<file path="config.mk">
export PLATFORM = sky130hd
export DESIGN_NAME = btn_matrix_sel
export DESIGN_NICKNAME = d
export VERILOG_FILES = /design/src/rtl/btn_matrix_pkg.sv /design/src/rtl/btn_matrix_ctrl.sv /design/src/rtl/btn_matrix_dp.sv /design/src/rtl/btn_matrix_sel.sv
export SDC_FILE = /design/constraint.sdc
export NUM_CORES = 1
export LEC_CHECK = 0
export ABC_CLOCK_PERIOD_IN_PS = 800
export BUFFER_PORTS_ARGS = -buffer_cell sky130_fd_sc_hd__buf_2
export CORE_MARGIN = 3
export CORE_UTILIZATION = 40
export CTS_BUF_LIST = sky130_fd_sc_hd__clkbuf_4
export DETAILED_ROUTE_END_ITERATION = 6
export MAX_ROUTING_LAYER = met4
export PLACE_DENSITY = 0.74
export SLEW_MARGIN = 25
export SYNTH_ARGS = -nofsm -noshare
export SYNTH_HDL_FRONTEND = slang
export SYNTH_SLANG_ARGS = --single-unit
</file>
<file path="constraint.sdc">
create_clock -name clk -period 0.8 [get_ports clk]
set_input_delay 0.16 -clock clk [delete_from_list [all_inputs] [get_ports clk]]
set_output_delay 0.16 -clock clk [all_outputs]
set_load 0.005 [all_outputs]
</file>
<file path="src/rtl/btn_matrix_pkg.sv">
package btn_matrix_pkg;
  localparam int GROUP_W    = 4;
  localparam int NUM_GROUPS = 2;
  localparam int BTN_W      = GROUP_W * NUM_GROUPS;
  localparam int SEL_W      = NUM_GROUPS;
  localparam int SEL_LSB    = GROUP_W;
  localparam int REG_W      = 8;
  localparam int FIXED_W    = REG_W - SEL_LSB - SEL_W;

  typedef struct packed {
    logic             selLoad;
    logic [SEL_W-1:0] selValue;
  } ctrlStrobes_t;
endpackage

</file>
<file path="src/rtl/btn_matrix_ctrl.sv">
module btn_matrix_ctrl
  import btn_matrix_pkg::*;
(
  input  logic             wrEn,
  input  logic [REG_W-1:0] wrData,
  output ctrlStrobes_t     strobes
);
  logic unusedWrBits;
  assign unusedWrBits = ^{wrData[REG_W-1:SEL_LSB+SEL_W], wrData[SEL_LSB-1:0]};

  always_comb begin
    strobes.selLoad  = wrEn;
    strobes.selValue = wrData[SEL_LSB +: SEL_W];
  end
endmodule

</file>
<file path="src/rtl/btn_matrix_dp.sv">
module btn_matrix_dp
  import btn_matrix_pkg::*;
#(
  parameter int SYNC_STAGES = 2
) (
  input  logic             clk,
  input  logic             rst_n,
  input  ctrlStrobes_t     strobes,
  input  logic [BTN_W-1:0] btnRaw,
  output logic [REG_W-1:0] rdData
);
  logic [SEL_W-1:0]   selReg;
  logic [BTN_W-1:0]   syncPipe [SYNC_STAGES];
  logic [BTN_W-1:0]   btnSync;
  logic [GROUP_W-1:0] groupBits [NUM_GROUPS];
  logic [GROUP_W-1:0] pressedSel;

  always_ff @(posedge clk or negedge rst_n) begin
    if (!rst_n) selReg <= '0;
    else if (strobes.selLoad) selReg <= strobes.selValue;
  end

  genvar s;
  generate
    for (s = 0; s < SYNC_STAGES; s++) begin : g_sync
      always_ff @(posedge clk or negedge rst_n) begin
        if (!rst_n) syncPipe[s] <= '0;
        else if (s == 0) syncPipe[s] <= btnRaw;
        else syncPipe[s] <= syncPipe[(s == 0) ? 0 : s-1];
      end
    end
  endgenerate

  assign btnSync = syncPipe[SYNC_STAGES-1];

  genvar g;
  generate
    for (g = 0; g < NUM_GROUPS; g++) begin : g_group
      assign groupBits[g] = (selReg == SEL_W'(1 << g)) ?
                            btnSync[g*GROUP_W +: GROUP_W] : '0;
    end
  endgenerate

  always_comb begin
    pressedSel = '0;
    for (int k = 0; k < NUM_GROUPS; k++) pressedSel = pressedSel | groupBits[k];
  end

  assign rdData = {{FIXED_W{1'b1}}, selReg, ~pressedSel};
endmodule

</file>
<file path="src/rtl/btn_matrix_sel.sv">
module btn_matrix_sel
  import btn_matrix_pkg::*;
#(
  parameter int SYNC_STAGES = 2
) (
  input  logic             clk,
  input  logic             rst_n,
  input  logic             wrEn,
  input  logic [REG_W-1:0] wrData,
  input  logic [BTN_W-1:0] btnRaw,
  output logic [REG_W-1:0] rdData
);
  ctrlStrobes_t strobes;

  btn_matrix_ctrl u_ctrl (
    .wrEn    (wrEn),
    .wrData  (wrData),
    .strobes (strobes)
  );

  btn_matrix_dp #(.SYNC_STAGES(SYNC_STAGES)) u_dp (
    .clk     (clk),
    .rst_n   (rst_n),
    .strobes (strobes),
    .btnRaw  (btnRaw),
    .rdData  (rdData)
  );
endmodule

</file>
==> flow_summary.json, run 1 <==
{
  "path_clk_slew_ns": 0.09,
  "grt_setup_unrepaired": "yes",
  "cp-end-kind": "output port",
  "place.gp.congestion": 0.7024,
  "grt_pass1_wl_mm": 1.435,
  "timing.fmax_mhz": 765.1,
  "yosysWarnings": 0,
  "maxCapViolations": 0,
  "p_comb_frac": 0.133,
  "crit_slowest_cell": "dfrtp_1",
  "ys.flop_type": "dfrtp_1",
  "netlist.area_leader.share": 0.8200,
  "antenna_found_initial": 0,
  "vias": 336,
  "postSynthAreaPerCell_sq_um": 18.94,
  "start_kind": "flip-flop",
  "die_w_um": 43.06,
  "finalHoldViolations": 0,
  "crit_fanout": 4,
  "clock_latency_ns": 0.28,
  "grt_overflow": 0,
  "rows": 12,
  "seq_area_frac_synth": 0.8200,
  "grt_max_degree": 19,
  "fin_nets": 82,
  "ant_nets": 0,
  "synth_edf_count": 0,
  "track_usage": 0.1168,
  "avgRoutedWirePerCell_um": 10.93,
  "period_minus_slack_ns": 1.307,
  "setup_viol": 8,
  "min_path_type": "in -> reg",
  "finClkSkew_ns": 0.0005858,
  "outcome": "finished, violations left",
  "critical_path_class": "reg -> out",
  "grt_pass1_vias": 337,
  "clockPowerShare": 0.259,
  "antenna_cells": 0,
  "drt-initial-drc-count": 2,
  "synth_cell_types": 6,
  "pre_cts_ws_ns": -0.2146,
  "synth.top_cells.by_count": "18 x dfrtp_1, 4 x a22oi_1, 2 x buf_4, 2 x mux2_1, 2 x nor2b_4",
  "p_sw_frac": 0.2129,
  "start_util": 0.4573,
  "ios": 27,
  "internal-power_uw": 1279,
  "critPathArrivalTime_ns": 1.15,
  "drv_slew": 0,
  "cts_root_buf": "clkbuf_4",
  "ys_seq_elements": 18,
  "drive_gt1_frac": 0.5161,
  "viasPerCell": 4.421,
  "ir_drop_mv": 1.129,
  "coreArea_sq_mm": 0.001201,
  "setup_slack_ns": -0.5071,
  "postRouteWirelength_um": 831,
  "switchingPower_uw": 345.9,
  "htree_levels": 1,
  "cp_slowest_stage_delay_ns": 0.41,
  "p_total_uw": 1625,
  "critPathRequiredTime_ns": 0.64,
  "fin_crit_sh": 1.634,
  "area_growth_pct": 48.52,
  "path_cells": "nor2b_4 -> a22oi_2 -> buf_2",
  "drtPass1Iterations": 3,
  "clock_path_buffers": 2,
  "cts_buffers": 3,
  "cts_sinks": 18,
  "seqPwrFrac": 0.609,
  "synth_area_leaders": "dfrtp_1 82%, a22oi_1 5.5%, nor2b_4 5.0%",
  "synthCells": 29,
  "tritoncts": "built",
  "violations": "setup timing",
  "synthArstFlopShare": 1.000,
  "die_h_um": 43.06,
  "io_buffers": 18,
  "powerDensity_mw_per_mm2": 1992,
  "yosys.cell_count.top_type": "dfrtp_1",
  "die_area_sq_mm": 0.001854,
  "power.leakage_uw": 0.0003868,
  "drc": 0,
  "yosysTopAreaCell": "dfrtp_1",
  "syn_area_sq_um": 549.3
}
power by group through the flow:
stage | sequential [uW] | clock [uW] | combinational (uW)
floorplan | 1000 | 0 | 73.7
global placement | 1010 | 0 | 152
detailed placement | 1010 | 0 | 156
CTS | 989 | 452 | 205
global route | 994 | 497 | 240
finish | 989 | 420 | 215
flip-flops by register name, summed over array words and instances, names as in the netlist:
register	flops
u_dp.syncPipe	8
u_dp.btnSync	8
u_dp.selReg	2
cell usage in the layout, fill, tap and decap left out:
cell type / n
nor2b_4: 2
clkbuf_4: 3
a22oi_2: 4
clkinv_1: 1
mux2_4: 1
dlygate4sd3_1: 9
dfrtp_1: 17
buf_2: 17
buf_6: 1
conb_1: 2
dfrtp_2: 1
buf_4: 3
mux2_1: 1
through the flow:
| stage | cells | hold slack (ns) | area (sq um) | utilization | TNS, ns |
|---|---|---|---|---|---|
| after floorplan | 30 | -0.1356 | 573.1 | - | -0.4057 |
| final | 76 | 0.09820 | 815.8 | 0.6792 | -3.222 |
| after detailed placement | 61 | 0.09266 | 673.1 | 0.5604 | -1.041 |
| after CTS | 75 | 0.08407 | 803.3 | 0.6688 | -3.155 |
| after global routing | 76 | 0.07736 | 815.8 | 0.6792 | -3.687 |
| after global placement | 61 | 0.09072 | 673.1 | 0.5604 | -0.9165 |
area by class of cell:
cell class	count	area, sq um
clock buffer	3	22.52
clock inverter	1	3.754
fill	82	385.4
multi-input combinational	10	111.4
sequential	18	451.7
tap	14	17.52
timing repair buffer	30	209.0
logic make-up (layout without fill, tap and decap cells):
group | after synthesis | in the layout | share of synthesized area
buffers and inverters | 2 | 34 | 0.02733
AOI/OAI and AO/OA | 4 | 4 | 0.05467
other | 1 | 2 | 0.006827
and+or+nand+nor | 2 | 2 | 0.05012
DFF | 18 | 18 | 0.8200
muxes | 2 | 2 | 0.04100
what timing repair did:
item / CTS / global route
setup buffers: 1 / 1
setup endpoints to repair: 8 / 8
hold buffers: 9 / 0
resized for setup: 1 / 2
endpoints found under the hold margin: 26 / 0
gates cloned: 0 / 0
worst paths after layout:
check,start,endpoint,slack [ns],depth (start not counted)
worst max-delay path,u_dp.selReg[1]$_DFFE_PN0P_,rdData[1],-0.51,3
worst min-delay path,wrData[5],u_dp.selReg[1]$_DFFE_PN0P_,0.1,2
worst max register to register,u_dp.selReg[0]$_DFFE_PN0P_,u_dp.selReg[0]$_DFFE_PN0P_,-0.27,3
max in group asynchronous,rst_n,u_dp.selReg[0]$_DFFE_PN0P_,0.21,2
min in group asynchronous,rst_n,u_dp.syncPipe[15]$_DFF_PN0_,0.31,2
worst min register to register,u_dp.syncPipe[11]$_DFF_PN0_,u_dp.btnSync[3]$_DFF_PN0_,0.35,0
critical path, delay by kind of cell, from the launching register on:
| family | cells | cell delay (ns) |
|---|---|---|
| flops | 1 | 0.41 |
| simple gates | 1 | 0.23 |
| buf+inv | 1 | 0.13 |
| compound gates | 1 | 0.09 |
metal layers:
| metal | global-route usage | part of all wire | vias to the layer above |
|---|---|---|---|
| met4 | 0.09036 | 0 | 0 |
| met3 | 0.03814 | 0.081 | 0 |
| met2 | 0.1826 | 0.54 | 18 |
| met5 | - | 0 | - |
| li1 | - | - | 157 |
| met1 | 0.1194 | 0.38 | 161 |
(Power assumes the default switching activity.)
==> inputs of run 2 (changes only) <==
--- a/config.mk
+++ b/config.mk
@@ -5,14 +5,15 @@
 export SDC_FILE = /design/constraint.sdc
 export NUM_CORES = 1
 export LEC_CHECK = 0
+export ABC_AREA = 1
 export ABC_CLOCK_PERIOD_IN_PS = 800
 export BUFFER_PORTS_ARGS = -buffer_cell sky130_fd_sc_hd__buf_2
 export CORE_MARGIN = 3
-export CORE_UTILIZATION = 40
+export CORE_UTILIZATION = 41
 export CTS_BUF_LIST = sky130_fd_sc_hd__clkbuf_4
 export DETAILED_ROUTE_END_ITERATION = 6
 export MAX_ROUTING_LAYER = met4
-export PLACE_DENSITY = 0.74
+export PLACE_DENSITY = 0.75
 export SLEW_MARGIN = 25
 export SYNTH_ARGS = -nofsm -noshare
 export SYNTH_HDL_FRONTEND = slang
==> run 2 against run 1 <==
Compared with the run above: the run still ends with setup timing left; worst setup slack better by 0.039 ns; global-route usage up 0.54 points; utilization fell by 0.31 points; clock skew up 0.0069 ns; register-to-register slack improved by 0.15 ns; sequential share of layout area grew 0.41 points; sequential power hardly changed; critical path type unchanged; largest power group unchanged.
==> flow_summary.json, run 2 <==
{
  "path_depth": 5,
  "drc": 0,
  "clockPowerShare": 0.263,
  "ys_seq_elements": 18,
  "die_h_um": 43.10,
  "fin_crit_sh": 1.585,
  "hold-path-cell-count": 2,
  "start_util": 0.4698,
  "synth.top_cells.by_count": "18 x dfrtp_1, 8 x nand3_1, 6 x nand2_1",
  "yosys.cell_count.top_type": "dfrtp_1",
  "powerDensity_mw_per_mm2": 1964,
  "area_growth_pct": 43.90,
  "mostFrequentLayoutCells": "18 x buf_2, 16 x dfrtp_1, 9 x dlygate4sd3_1",
  "path_clk_slew_ns": 0.09,
  "cts_root_buf": "clkbuf_4",
  "finalHoldViolations": 0,
  "synth_area_leaders": "dfrtp_1 80%, nand3_1 7.1%, nand2_1 4.0%",
  "postSynthAreaPerCell_sq_um": 13.12,
  "final_util": 0.6760,
  "yosysTopAreaCell": "dfrtp_1",
  "antenna_found_initial": 0,
  "layout_commonest_cell": "buf_2",
  "r2r-start": "u_dp.selReg[1]$_DFFE_PN0P_",
  "track_usage": 0.1222,
  "r2r_cells": 4,
  "design_area_sq_um": 812.0,
  "clock_latency_ns": 0.28,
  "cts_buffers": 3,
  "antenna_cells": 0,
  "io_buffers": 18,
  "setup_viol": 7,
  "yosys.area_share.simple": 0.1109,
  "synthCells": 43,
  "die_w_um": 43.10,
  "fin_nets": 95,
  "htree_levels": 1,
  "avgRoutedWirePerCell_um": 10.15,
  "p_comb_frac": 0.116,
  "r2r_setup_slack_ns": -0.12,
  "grt_max_degree": 19,
  "synth_edf_count": 0,
  "grt_pass1_vias": 413,
  "synthArstFlopShare": 1.000,
  "drt-initial-drc-count": 6,
  "ir_drop_mv": 1.293,
  "min_path_type": "in -> reg",
  "place.gp.congestion": 0.7352,
  "outcome": "finished, violations left",
  "path_buf_inv": 3,
  "path_cells": "inv_4 -> nand3_1 -> nand2_1 -> inv_1 -> buf_2",
  "switchingPower_uw": 349.3,
  "seqPwrFrac": 0.622,
  "coreArea_sq_mm": 0.001201,
  "p_sw_frac": 0.2190,
  "drv_slew": 0,
  "crit_end": "rdData[3]",
  "crit_fanout": 6,
  "synth_cell_types": 8,
  "drive_gt1_frac": 0.3867,
  "synth_fa_ha_area_frac": 0,
  "setup_slack_ns": -0.4679,
  "critPathArrivalTime_ns": 1.11,
  "cts_sinks": 18,
  "whs_ns": 0.07595,
  "cp_slowest_stage_delay_ns": 0.47,
  "worstSetupStartpoint": "u_dp.selReg[0]$_DFFE_PN0P_",
  "syn_area_sq_um": 564.3,
  "ios": 27,
  "p_total_uw": 1595,
  "violations": "setup timing",
  "drtPass1Iterations": 4,
  "pre_cts_ws_ns": -0.1828,
  "synth-compound-area-share": 0.01774,
  "synth_mux_area_frac": 0,
  "rows": 12,
  "ant_nets": 0,
  "critPathRequiredTime_ns": 0.64,
  "r2r-end": "u_dp.selReg[1]$_DFFE_PN0P_",
  "grt_overflow": 0,
  "maxCapViolations": 0,
  "yosysWarnings": 0,
  "die_area_sq_mm": 0.001858,
  "timing.fmax_mhz": 788.7,
  "postRouteWirelength_um": 903,
  "cp-end-kind": "output port",
  "start_kind": "flip-flop",
  "grt_pass1_wl_mm": 1.614,
  "crit_slowest_cell": "dfrtp_2",
  "finClkSkew_ns": 0.007461,
  "seq_area_frac_synth": 0.7982,
  "synth_xor_area_frac": 0,
  "period_minus_slack_ns": 1.268,
  "grt_setup_unrepaired": "yes",
  "synth_top_family_by_area": "simple AND/OR/NAND/NOR gates",
  "internal-power_uw": 1246,
  "viasPerCell": 4.461,
  "path_delay_family": "flip-flops",
  "vias": 397,
  "dp_hpwl_um": 620.6,
  "tritoncts": "built",
  "ys.flop_type": "dfrtp_1",
  "critical_path_class": "reg -> out",
  "netlist.area_leader.share": 0.7982,
  "postPlaceCellArea_sq_um": 668.1,
  "power.leakage_uw": 0.0004067,
  "clock_path_buffers": 2
}
==> run 2: changes by cell type after synthesis, sizes merged <==
cell   previous run  this run
nand3             0         8
inv               0         6
nand2             0         6
a22oi             4         0
mux2              2         0
nor2b             2         0
o21ai             0         2
==> run 2: logic make-up (layout without fill, tap and decap cells) <==
family / after synthesis / after routing
flip-flops: 18 / 18
AO/OA/AOI/OAI: 2 / 2
other: 1 / 2
buffers and inverters: 8 / 39
AND/OR/NAND/NOR: 14 / 14
==> run 2: final cells by class <==
class	instances	area (sq um)
Tap cell	14	17.52
Clock inverter	1	3.754
Multi-Input combinational cell	18	88.84
Sequential cell	18	452.9
Timing Repair Buffer	29	198.9
Inverter	6	27.53
Fill cell	93	389.1
Clock buffer	3	22.52
==> run 2: through the flow <==
step | setup TNS [ns] | instances
floorplan | -0.1329 | 44
detailed placement | -0.7372 | 75
CTS | -2.500 | 88
global route | -2.992 | 89
finish | -2.463 | 89
global placement | -0.6587 | 75
==> run 2: how the worst min path moves through the flow <==
stage | startpoint | endpoint | slack [ns]
finish | wrEn | u_dp.selReg[1]$_DFFE_PN0P_ | 0.08
detailed placement | rst_n | u_dp.syncPipe[11]$_DFF_PN0_ | 0.1
floorplan | rst_n | u_dp.btnSync[0]$_DFF_PN0_ | -0.14
global placement | rst_n | u_dp.btnSync[3]$_DFF_PN0_ | 0.09
global route | wrEn | u_dp.selReg[1]$_DFFE_PN0P_ | 0.06
CTS | wrEn | u_dp.selReg[1]$_DFFE_PN0P_ | 0.08
==> run 2: power groups by stage <==
stage / Combinational (uW) / Sequential (uW) / Clock (uW)
after global routing: 210 / 998 / 474
after global placement: 133 / 1000 / 0
after floorplan: 55.6 / 998 / 0
after detailed placement: 136 / 1000 / 0
final: 185 / 991 / 419
after CTS: 172 / 987 / 436
==> run 2: repair_timing <==
action | in CTS | in global routing
gates resized for setup | 2 | 5
hold endpoints to repair | 26 | 0
setup endpoints to repair | 7 | 7
cloned | 0 | 0
pin swaps | 0 | 4
setup buffers | 0 | 1
hold buffers | 9 | 0
==> run 2: per-layer routing <==
layer	routed length [um]	vias to the layer above	global-route usage
met5	0	-	-
met4	14	0	0.07229
met3	72	2	0.04237
met2	497	16	0.2094
met1	320	186	0.1154
li1	-	193	-
==> inputs of run 3 (changes only) <==
--- a/config.mk
+++ b/config.mk
@@ -14,6 +14,7 @@
 export DETAILED_ROUTE_END_ITERATION = 6
 export MAX_ROUTING_LAYER = met4
 export PLACE_DENSITY = 0.75
+export SKIP_CTS_REPAIR_TIMING = 1
 export SLEW_MARGIN = 25
 export SYNTH_ARGS = -nofsm -noshare
 export SYNTH_HDL_FRONTEND = slang
==> run 3 against run 2 <==
Compared with the run above: the run still ends with setup timing left; non-clock buffer count stayed put; clock skew is 0.0014 ns lower; clock-buffer cell count stayed put; critical path type unchanged; critical endpoint unchanged; highest routed layer unchanged.
==> flow_summary.json, run 3 (synthesis gave the netlist of run 2 again) <==
{
  "outcome": "finished, violations left",
  "violations": "setup timing",
  "ir_drop_mv": 1.282,
  "period_minus_slack_ns": 1.266,
  "track_usage": 0.1086,
  "finalHoldViolations": 0,
  "multiInputGateArea_sq_um": 88.84,
  "drive_gt1_frac": 0.3867,
  "design_area_sq_um": 812.0,
  "start_kind": "flip-flop",
  "use_met2": 0.1740,
  "start_util": 0.4698,
  "layout_commonest_cell": "buf_2",
  "cts_sinks": 18,
  "drc": 0,
  "drv_slew": 0,
  "dp_cells": 75,
  "viasPerCell": 4.506,
  "r2r-end": "u_dp.selReg[1]$_DFFE_PN0P_",
  "setup_slack_ns": -0.4658,
  "cts_root_buf": "clkbuf_4",
  "maxCapViolations": 0,
  "cts_buffers": 3,
  "grt_pass1_wl_mm": 1.407,
  "clock_path_buffers": 2,
  "die_w_um": 43.10,
  "r2r-start": "u_dp.selReg[1]$_DFFE_PN0P_",
  "io_buffers": 18,
  "antenna_cells": 0,
  "use_met1": 0.1071,
  "pre_cts_ws_ns": -0.1828,
  "vias": 401,
  "place.gp.congestion": 0.7352,
  "hold-path-cell-count": 2,
  "htree_levels": 1,
  "finClkSkew_ns": 0.006055,
  "die_h_um": 43.10,
  "critPathRequiredTime_ns": 0.64,
  "power.leakage_uw": 0.0004067,
  "critical_path_class": "reg -> out",
  "grt_max_degree": 19,
  "grtUsageMet3": 0.04237,
  "ant_nets": 0,
  "antenna_found_initial": 0,
  "fin_crit_sh": 1.582,
  "final_cells": 89,
  "postPlaceCellArea_sq_um": 668.1,
  "r2r_setup_slack_ns": -0.12,
  "min_path_type": "in -> reg",
  "ios": 27,
  "worstSetupStartpoint": "u_dp.selReg[0]$_DFFE_PN0P_",
  "clock_latency_ns": 0.28,
  "die_area_sq_mm": 0.001858,
  "area_growth_pct": 43.90,
  "powerDensity_mw_per_mm2": 1961,
  "path_clk_slew_ns": 0.09,
  "drtPass1Iterations": 4,
  "hp-start": "wrEn",
  "coreArea_sq_mm": 0.001201,
  "grt_busiest_layer": "met2",
  "final_util": 0.6760,
  "critPathArrivalTime_ns": 1.11,
  "tritoncts": "built",
  "grt_pass1_vias": 352,
  "setup_viol": 7,
  "postRouteWirelength_um": 902,
  "drt-initial-drc-count": 6,
  "crit_fanout": 6,
  "dp_hpwl_um": 620.6,
  "fin_nets": 95,
  "min_to": "u_dp.selReg[1]$_DFFE_PN0P_",
  "rows": 12,
  "fillers": 92,
  "register_area_sq_um": 452.9,
  "grt_overflow": 0,
  "grt_setup_unrepaired": "yes",
  "cp-end-kind": "output port",
  "timing.fmax_mhz": 790.0,
  "avgRoutedWirePerCell_um": 10.13,
  "r2r_cells": 4,
  "mostFrequentLayoutCells": "18 x buf_2, 16 x dfrtp_1, 9 x dlygate4sd3_1"
}
run 3: final cells by class:
class / count / area share
Sequential cell: 18 / 0.5578
Clock buffer: 3 / 0.02773
Inverter: 6 / 0.03390
Multi-Input combinational cell: 18 / 0.1094
Clock inverter: 1 / 0.004622
Tap cell: 14 / 0.02157
Timing Repair Buffer: 29 / 0.2450
run 3: per-layer routing:
metal  up-vias  share of wire
li1        193              -
met1       190           0.36
met2        16           0.55
met3         2          0.080
met4         0          0.016
met5         -              0
run 3: critical path, stage by stage (launching register included):
cell and delay (ns):
dfrtp_2 0.47, inv_4 0.09, nand3_1 0.07, nand2_1 0.06, inv_1 0.03, buf_2 0.11
run 3: stage by stage:
| step | power [uW] | TNS, ns | hold WS, ns |
|---|---|---|---|
| after floorplan | 1054 | -0.1329 | -0.1356 |
| after global placement | 1134 | -0.6587 | 0.09305 |
| after detailed placement | 1140 | -0.7372 | 0.09795 |
| after CTS | 1559 | -2.584 | -0.2159 |
| after global routing | 1683 | -2.992 | 0.06410 |
| final | 1592 | -2.451 | 0.07785 |
run 3: where the power goes:
group          leakage [uW]  switching (uW)  internal [uW]
clock network     0.0000154             236            181
logic              0.000183            80.1            104
registers          0.000208            31.0            961
total              0.000407             347           1250
run 3: worst max-delay path by stage:
stage          slack, ns  cells past startpoint        end
6_report           -0.47                      5  rdData[3]
5_1_grt            -0.58                      5  rdData[0]
4_1_cts            -0.51                      5  rdData[3]
3_5_place_dp       -0.18                      5  rdData[3]
3_3_place_gp       -0.17                      5  rdData[0]
2_1_floorplan      -0.03                      4  rdData[1]
